**config.mk**
```make
export PLATFORM = sky130hd
export DESIGN_NAME = dma_regbank
export DESIGN_NICKNAME = d
export VERILOG_FILES = /design/src/rtl/dma_regbank.sv
export SDC_FILE = /design/constraint.sdc
export NUM_CORES = 2
export LEC_CHECK = 0
export ABC_AREA = 1
export BUFFER_PORTS_ARGS = -buffer_cell sky130_fd_sc_hd__buf_2
export CORE_AREA = 2 2 560 562
export CTS_BUF_LIST = sky130_fd_sc_hd__clkbuf_4
export DETAILED_ROUTE_END_ITERATION = 8
export DIE_AREA = 0 0 562 564
export HOLD_SLACK_MARGIN = 0.08
export PLACE_DENSITY = 0.46
export SYNTH_ARGS = -nofsm -noshare
export SYNTH_HDL_FRONTEND = slang
export SYNTH_SLANG_ARGS = --single-unit
```
**constraint.sdc**
```tcl
create_clock -name clk -period 11.9 [get_ports clk]
set_input_delay 1.785 -clock clk [delete_from_list [all_inputs] [get_ports clk]]
set_output_delay 1.785 -clock clk [all_outputs]
set_load 0.01 [all_outputs]
```
**src/rtl/dma_regbank.sv**
```systemverilog
module dma_regbank #(
  parameter int NCH = 8,
  parameter int AW  = 12,
  parameter int DW  = 32
) (
  input  logic              clk,
  input  logic              rst_n,
  input  logic              bus_wr,
  input  logic              bus_rd,
  input  logic [AW-1:0]     bus_addr,
  input  logic [DW-1:0]     bus_wdata,
  output logic [DW-1:0]     bus_rdata,
  output logic              dec_err,
  input  logic [NCH-1:0]    tc_set,
  input  logic [NCH-1:0]    err_set,
  output logic [NCH*DW-1:0] ch_src,
  output logic [NCH*DW-1:0] ch_dst,
  output logic [NCH*DW-1:0] ch_next,
  output logic [NCH*DW-1:0] ch_ctrl,
  output logic [NCH*DW-1:0] ch_cfg,
  output logic [DW-1:0]     glb_cfg,
  output logic [DW-1:0]     glb_sync,
  output logic              irq
);
  localparam int TC_EN_BIT  = 15;
  localparam int ERR_EN_BIT = 14;
  localparam int PAD        = DW - NCH;
  localparam logic [7:0] ID0 = (NCH == 2) ? 8'h81 : 8'h80;

  logic [DW-1:0] src_q  [NCH];
  logic [DW-1:0] dst_q  [NCH];
  logic [DW-1:0] nxt_q  [NCH];
  logic [DW-1:0] ctl_q  [NCH];
  logic [DW-1:0] cfg_q  [NCH];
  logic [DW-1:0] gcfg_q, gsync_q;
  logic [NCH-1:0] raw_tc, raw_err, tc_mask, err_mask, chan_en;

  logic [3:0] widx;
  logic [2:0] chan_idx, reg_sel, id_idx;
  logic glb_hit, glb_ok, ch_hit, ch_ok, id_hit, valid, acc;

  assign widx     = bus_addr[5:2];
  assign chan_idx = bus_addr[7:5];
  assign reg_sel  = bus_addr[4:2];
  assign id_idx   = bus_addr[4:2];

  assign glb_hit = (bus_addr[AW-1:6] == '0);
  assign glb_ok  = glb_hit && (widx <= 4'd13);
  assign ch_hit  = (bus_addr[AW-1:8] == (AW-8)'(1));
  assign ch_ok   = ch_hit && (reg_sel <= 3'd4) && ({1'b0, chan_idx} < 4'(NCH));
  assign id_hit  = &bus_addr[AW-1:5];
  assign valid   = glb_ok || ch_ok || id_hit;
  assign acc     = bus_wr || bus_rd;

  logic wr_glb;
  assign wr_glb = bus_wr && glb_ok;

  always_ff @(posedge clk) begin
    if (!rst_n) begin
      gcfg_q  <= '0;
      gsync_q <= '0;
    end else if (wr_glb) begin
      if (widx == 4'd12) gcfg_q  <= bus_wdata;
      if (widx == 4'd13) gsync_q <= bus_wdata;
    end
  end

  always_ff @(posedge clk) begin
    if (!rst_n) begin
      for (int c = 0; c < NCH; c++) begin
        src_q[c] <= '0;
        dst_q[c] <= '0;
        nxt_q[c] <= '0;
        ctl_q[c] <= '0;
        cfg_q[c] <= '0;
      end
    end else if (bus_wr && ch_ok) begin
      for (int c = 0; c < NCH; c++) begin
        if (chan_idx == 3'(c)) begin
          case (reg_sel)
            3'd0:    src_q[c] <= bus_wdata;
            3'd1:    dst_q[c] <= bus_wdata;
            3'd2:    nxt_q[c] <= bus_wdata;
            3'd3:    ctl_q[c] <= bus_wdata;
            default: cfg_q[c] <= bus_wdata;
          endcase
        end
      end
    end
  end

  genvar g;
  generate
    for (g = 0; g < NCH; g++) begin : g_ch
      assign tc_mask[g]  = cfg_q[g][TC_EN_BIT];
      assign err_mask[g] = cfg_q[g][ERR_EN_BIT];
      assign chan_en[g]  = cfg_q[g][0];
      assign ch_src [g*DW +: DW] = src_q[g];
      assign ch_dst [g*DW +: DW] = dst_q[g];
      assign ch_next[g*DW +: DW] = nxt_q[g];
      assign ch_ctrl[g*DW +: DW] = ctl_q[g];
      assign ch_cfg [g*DW +: DW] = cfg_q[g];
    end
  endgenerate

  assign glb_cfg  = gcfg_q;
  assign glb_sync = gsync_q;

  logic [NCH-1:0] tc_clr, err_clr, tc_masked, err_masked;
  assign tc_clr     = (wr_glb && widx == 4'd2) ? bus_wdata[NCH-1:0] : '0;
  assign err_clr    = (wr_glb && widx == 4'd4) ? bus_wdata[NCH-1:0] : '0;
  assign tc_masked  = raw_tc & tc_mask;
  assign err_masked = raw_err & err_mask;

  always_ff @(posedge clk) begin
    if (!rst_n) begin
      raw_tc  <= '0;
      raw_err <= '0;
      irq     <= 1'b0;
      dec_err <= 1'b0;
    end else begin
      raw_tc  <= (raw_tc & ~tc_clr) | tc_set;
      raw_err <= (raw_err & ~err_clr) | err_set;
      irq     <= |(tc_masked | err_masked);
      dec_err <= acc && !valid;
    end
  end

  function automatic logic [7:0] id_byte(input logic [2:0] i);
    case (i)
      3'd0: id_byte = ID0;
      3'd1: id_byte = 8'h10;
      3'd2: id_byte = 8'h04;
      3'd3: id_byte = 8'h0A;
      3'd4: id_byte = 8'h0D;
      3'd5: id_byte = 8'hF0;
      3'd6: id_byte = 8'h05;
      default: id_byte = 8'hB1;
    endcase
  endfunction

  logic [DW-1:0] glb_rd, ch_rd;

  always_comb begin
    case (widx)
      4'd0:  glb_rd = {{PAD{1'b0}}, tc_masked | err_masked};
      4'd1:  glb_rd = {{PAD{1'b0}}, tc_masked};
      4'd3:  glb_rd = {{PAD{1'b0}}, err_masked};
      4'd5:  glb_rd = {{PAD{1'b0}}, raw_tc};
      4'd6:  glb_rd = {{PAD{1'b0}}, raw_err};
      4'd7:  glb_rd = {{PAD{1'b0}}, chan_en};
      4'd12: glb_rd = gcfg_q;
      4'd13: glb_rd = gsync_q;
      default: glb_rd = '0;
    endcase
  end

  always_comb begin
    ch_rd = '0;
    for (int c = 0; c < NCH; c++) begin
      if (chan_idx == 3'(c)) begin
        case (reg_sel)
          3'd0:    ch_rd = src_q[c];
          3'd1:    ch_rd = dst_q[c];
          3'd2:    ch_rd = nxt_q[c];
          3'd3:    ch_rd = ctl_q[c];
          default: ch_rd = cfg_q[c];
        endcase
      end
    end
  end

  always_comb begin
    bus_rdata = '0;
    if (bus_rd) begin
      if (glb_ok)      bus_rdata = glb_rd;
      else if (ch_ok)  bus_rdata = ch_rd;
      else if (id_hit) bus_rdata = {{(DW-8){1'b0}}, id_byte(id_idx)};
    end
  end
endmodule

```
==> flow_summary.toml <==
[synthesis]
yosysUniqueCellTypes = 44
synth_cells = 5407
syn_area_per_cell_sq_um = 10.8
syn_area_sq_um = 58200
ys_seq_area_share_pct = 68.8
ys_seq_elements = 1362
synth_nets = 5471
yosys_warnings = 0

[cts]
numCtsBuffers = 400
hold_buffers = 0
cts_resized = 0
clock_path_buffers = 4
tritoncts = "yes"
clkSinkCount = 1362
worst_skew_pair.late_latency_ps = 1420
cts.htree.levels = 5
cts_setup_buffers = 0
clk_pin_slew_ps = 60
cts_root_buffer = "clkbuf_4"

[job]
drv_cap = 1

[final_layout]
layout_commonest_cell = "buf_2"
finish.instance_area_sq_um = 75600
syn_to_final_growth_pct = 29.7
final_cell_mix = "buf_2, edfxtp_1, nor2_1"
layout.nets = 7005
fin_util_pct = 24.3
drive_gt1_share_pct = 32.5

[sta]
tightest_slew_ps = 1580
maxSlewViolCount = 2
hold_ws_ps = 477
finalSetupViolCount = 0
worst_slack_ps = 2620
fin_skew_ps = 133
hold_violations = 0
max_clock_freq_mhz = 108
finalCritPeriodShare_pct = 77.9
period_minus_slack_ps = 9280
rsz0062_at_grt = "no"
timing.slew.headroom_pct = -6.71
tns_ps = 0

[routing]
ant_nets = 0
dr.pass1.iters = 6
wl_mm = 465
via_count = 56100
via_per_inst = 4.92
wl_per_cell_microns = 40.7
drt_iter0_markers = 7997
drc = 0

[outcome]
outcome = "finished, violations left"
violations = "max-capacitance violations, max-slew violations"

[critical_path]
crit_buf_inv = 4
crit_type = "in2out"
ff2ff_path_depth = 3
worstPathMaxFanout = 50
crit_family = "simple AND/OR/NAND/NOR gates"
path_depth = 22
worstSetupStartpointType = "primary input"
path_cells = "buf_2, inv_2, nand2_2, nor2_4, buf_12, nand2_1, nand3_1, o22ai_1, o21ai_0, nand2_1, nand2_1, nand2_1, nand2_1, nand2_1, nand2_1, nand2_1, nand2_1, nand2_1, nand2_1, nand2_1, a21oi_1, buf_2"
slowest_stage = "o21ai_0"
worst_ep_arrival_time_ps = 7490
max_stage_delay_ps = 1230
crit_top_cell = "nand2_1"
cp-end-kind = "primary output"
required_ps = 10120

[power_and_ir_drop]
power.density_nw_per_um2 = 161
ir_drop_mv = 0.0727
p_leak_nw = 29.0

[placement]
port_buffers = 1439
gp_congestion = 0.919
placedInstanceArea_sq_um = 70300
hpwl_mm = 343
pre_cts_ws_ps = 2970

[global_route]
grt_pass1_vias = 53400
top_usage_layer = "met2"
grtUsageTotal_pct = 28.1
grtUsageMet1_pct = 34.8
antenna_found_initial = 95
grt_max_degree = 108
grtUsageMet2_pct = 42.1
grt_pass1_wl_mm = 579
overflow = 0
met3_usage_pct = 10.8

[floorplanning]
fp-row-count = 205
fp.coreArea_sq_um = 311000
num_io_pins = 1442
die-area_sq_um = 317000
initial_core_util_pct = 18.7
die_y_microns = 564
fp.dieW_microns = 562

[worst_hold_path]
hp-class = "reg2reg"
whs_path_depth = 2
## power breakdown
| group | total, mW | internal, mW | switching [mW] |
|---|---|---|---|
| clock | 4.76 | 2.38 | 2.38 |
| sequential | 5.78 | 5.52 | 0.261 |
| combinational | 1.59 | 0.313 | 1.28 |
## worst reg2reg max path, stage by stage, from the launching register on
cell and delay, ps:
edfxtp_1 730, a22o_1 390, nor4_1 570, a21oi_1 190
## metrics by stage
step	total power [mW]	std cells
floorplan	6.27	5407
global placement	7.45	10700
detailed placement	7.45	10700
CTS	12.2	11400
global route	12.5	11400
finish	12.1	11400
## sequential cells by signal, summed over array words and instances, names as in the netlist
name and count:
cfg_q 256, ctl_q 256, dec_err 1, dst_q 256
glb_cfg 32, glb_sync 32, irq 1, nxt_q 256
raw_err 8, raw_tc 8, src_q 256
## layer usage
layer  vias up  wire length, microns  part of all wire (%)
li1      22200                     -                     -
met3       818                 58300                    13
met5         -                   208                 0.045
met4        30                 27600                   5.9
met1     28500                179000                    39
met2      4521                199000                    43
## final cells by class
cell class | count | area, sq um
multi-input combinational | 3438 | 16100
timing repair buffer | 1573 | 8310
clock buffer | 583 | 4380
tap | 4140 | 5180
antenna | 28 | 70.1
fill | 34000 | 235000
sequential | 1362 | 40100
inverter | 166 | 643
clock inverter | 127 | 779
## cell families (layout without fill, tap and decap cells)
logic type	count (synthesis)	in the layout	share of synthesized area [%]
compound gates	878	878	9.51
simple gates	2560	2560	17.3
buf+inv	607	2449	4.43
other cells	0	28	0
flops	1362	1362	68.8
## final timing paths
check                              startpoint       endpoint  slack [ps]
worst max-delay path              bus_addr[3]  bus_rdata[29]        2620
worst min-delay path              glb_sync[1]    glb_sync[1]         480
worst max register to register  cfg_q[0][111]            irq        9770
worst min register to register    glb_sync[1]    glb_sync[1]         480
## synthesized netlist by cell type
master	number	area, sq um
a221o_1	2	20.0
a211oi_1	32	240
nand3_1	46	230
a41oi_1	77	674
inv_1	150	563
o21ai_2	1	8.76
nor3b_1	1	7.51
nor4_1	4	25.0
buf_6	1	11.3
a31oi_1	61	382
a32o_1	29	290
nor4_2	1	12.5
nand2_2	5	31.3
inv_2	12	45.0
edfxtp_1	1280	38400
nor3_4	1	16.3
a22oi_1	51	383
and3_1	1	6.26
o21ai_1	23	115
o2111ai_1	2	17.5
nor3_1	30	150
inv_4	2	12.5
buf_2	114	571
o21ai_0	198	991
a32oi_1	1	8.76
buf_1	17	63.8
a21oi_1	266	1330
nand2_1	1210	4540
clkbuf_1	270	1010
dfxtp_1	82	1640
nor2_4	9	101
clkinv_1	2	7.51
buf_4	39	293
nor3_2	1	10.0
nand4_1	69	432
nor2_2	4	25.0
a22o_1	16	140
a221oi_1	75	657
nand2_4	2	22.5
o211ai_1	1	7.51
o22ai_1	42	263
nand3_4	2	35.0
nor2_1	1174	4410
o41ai_1	1	8.76
Note: power is estimated with default switching activity, not from simulation.
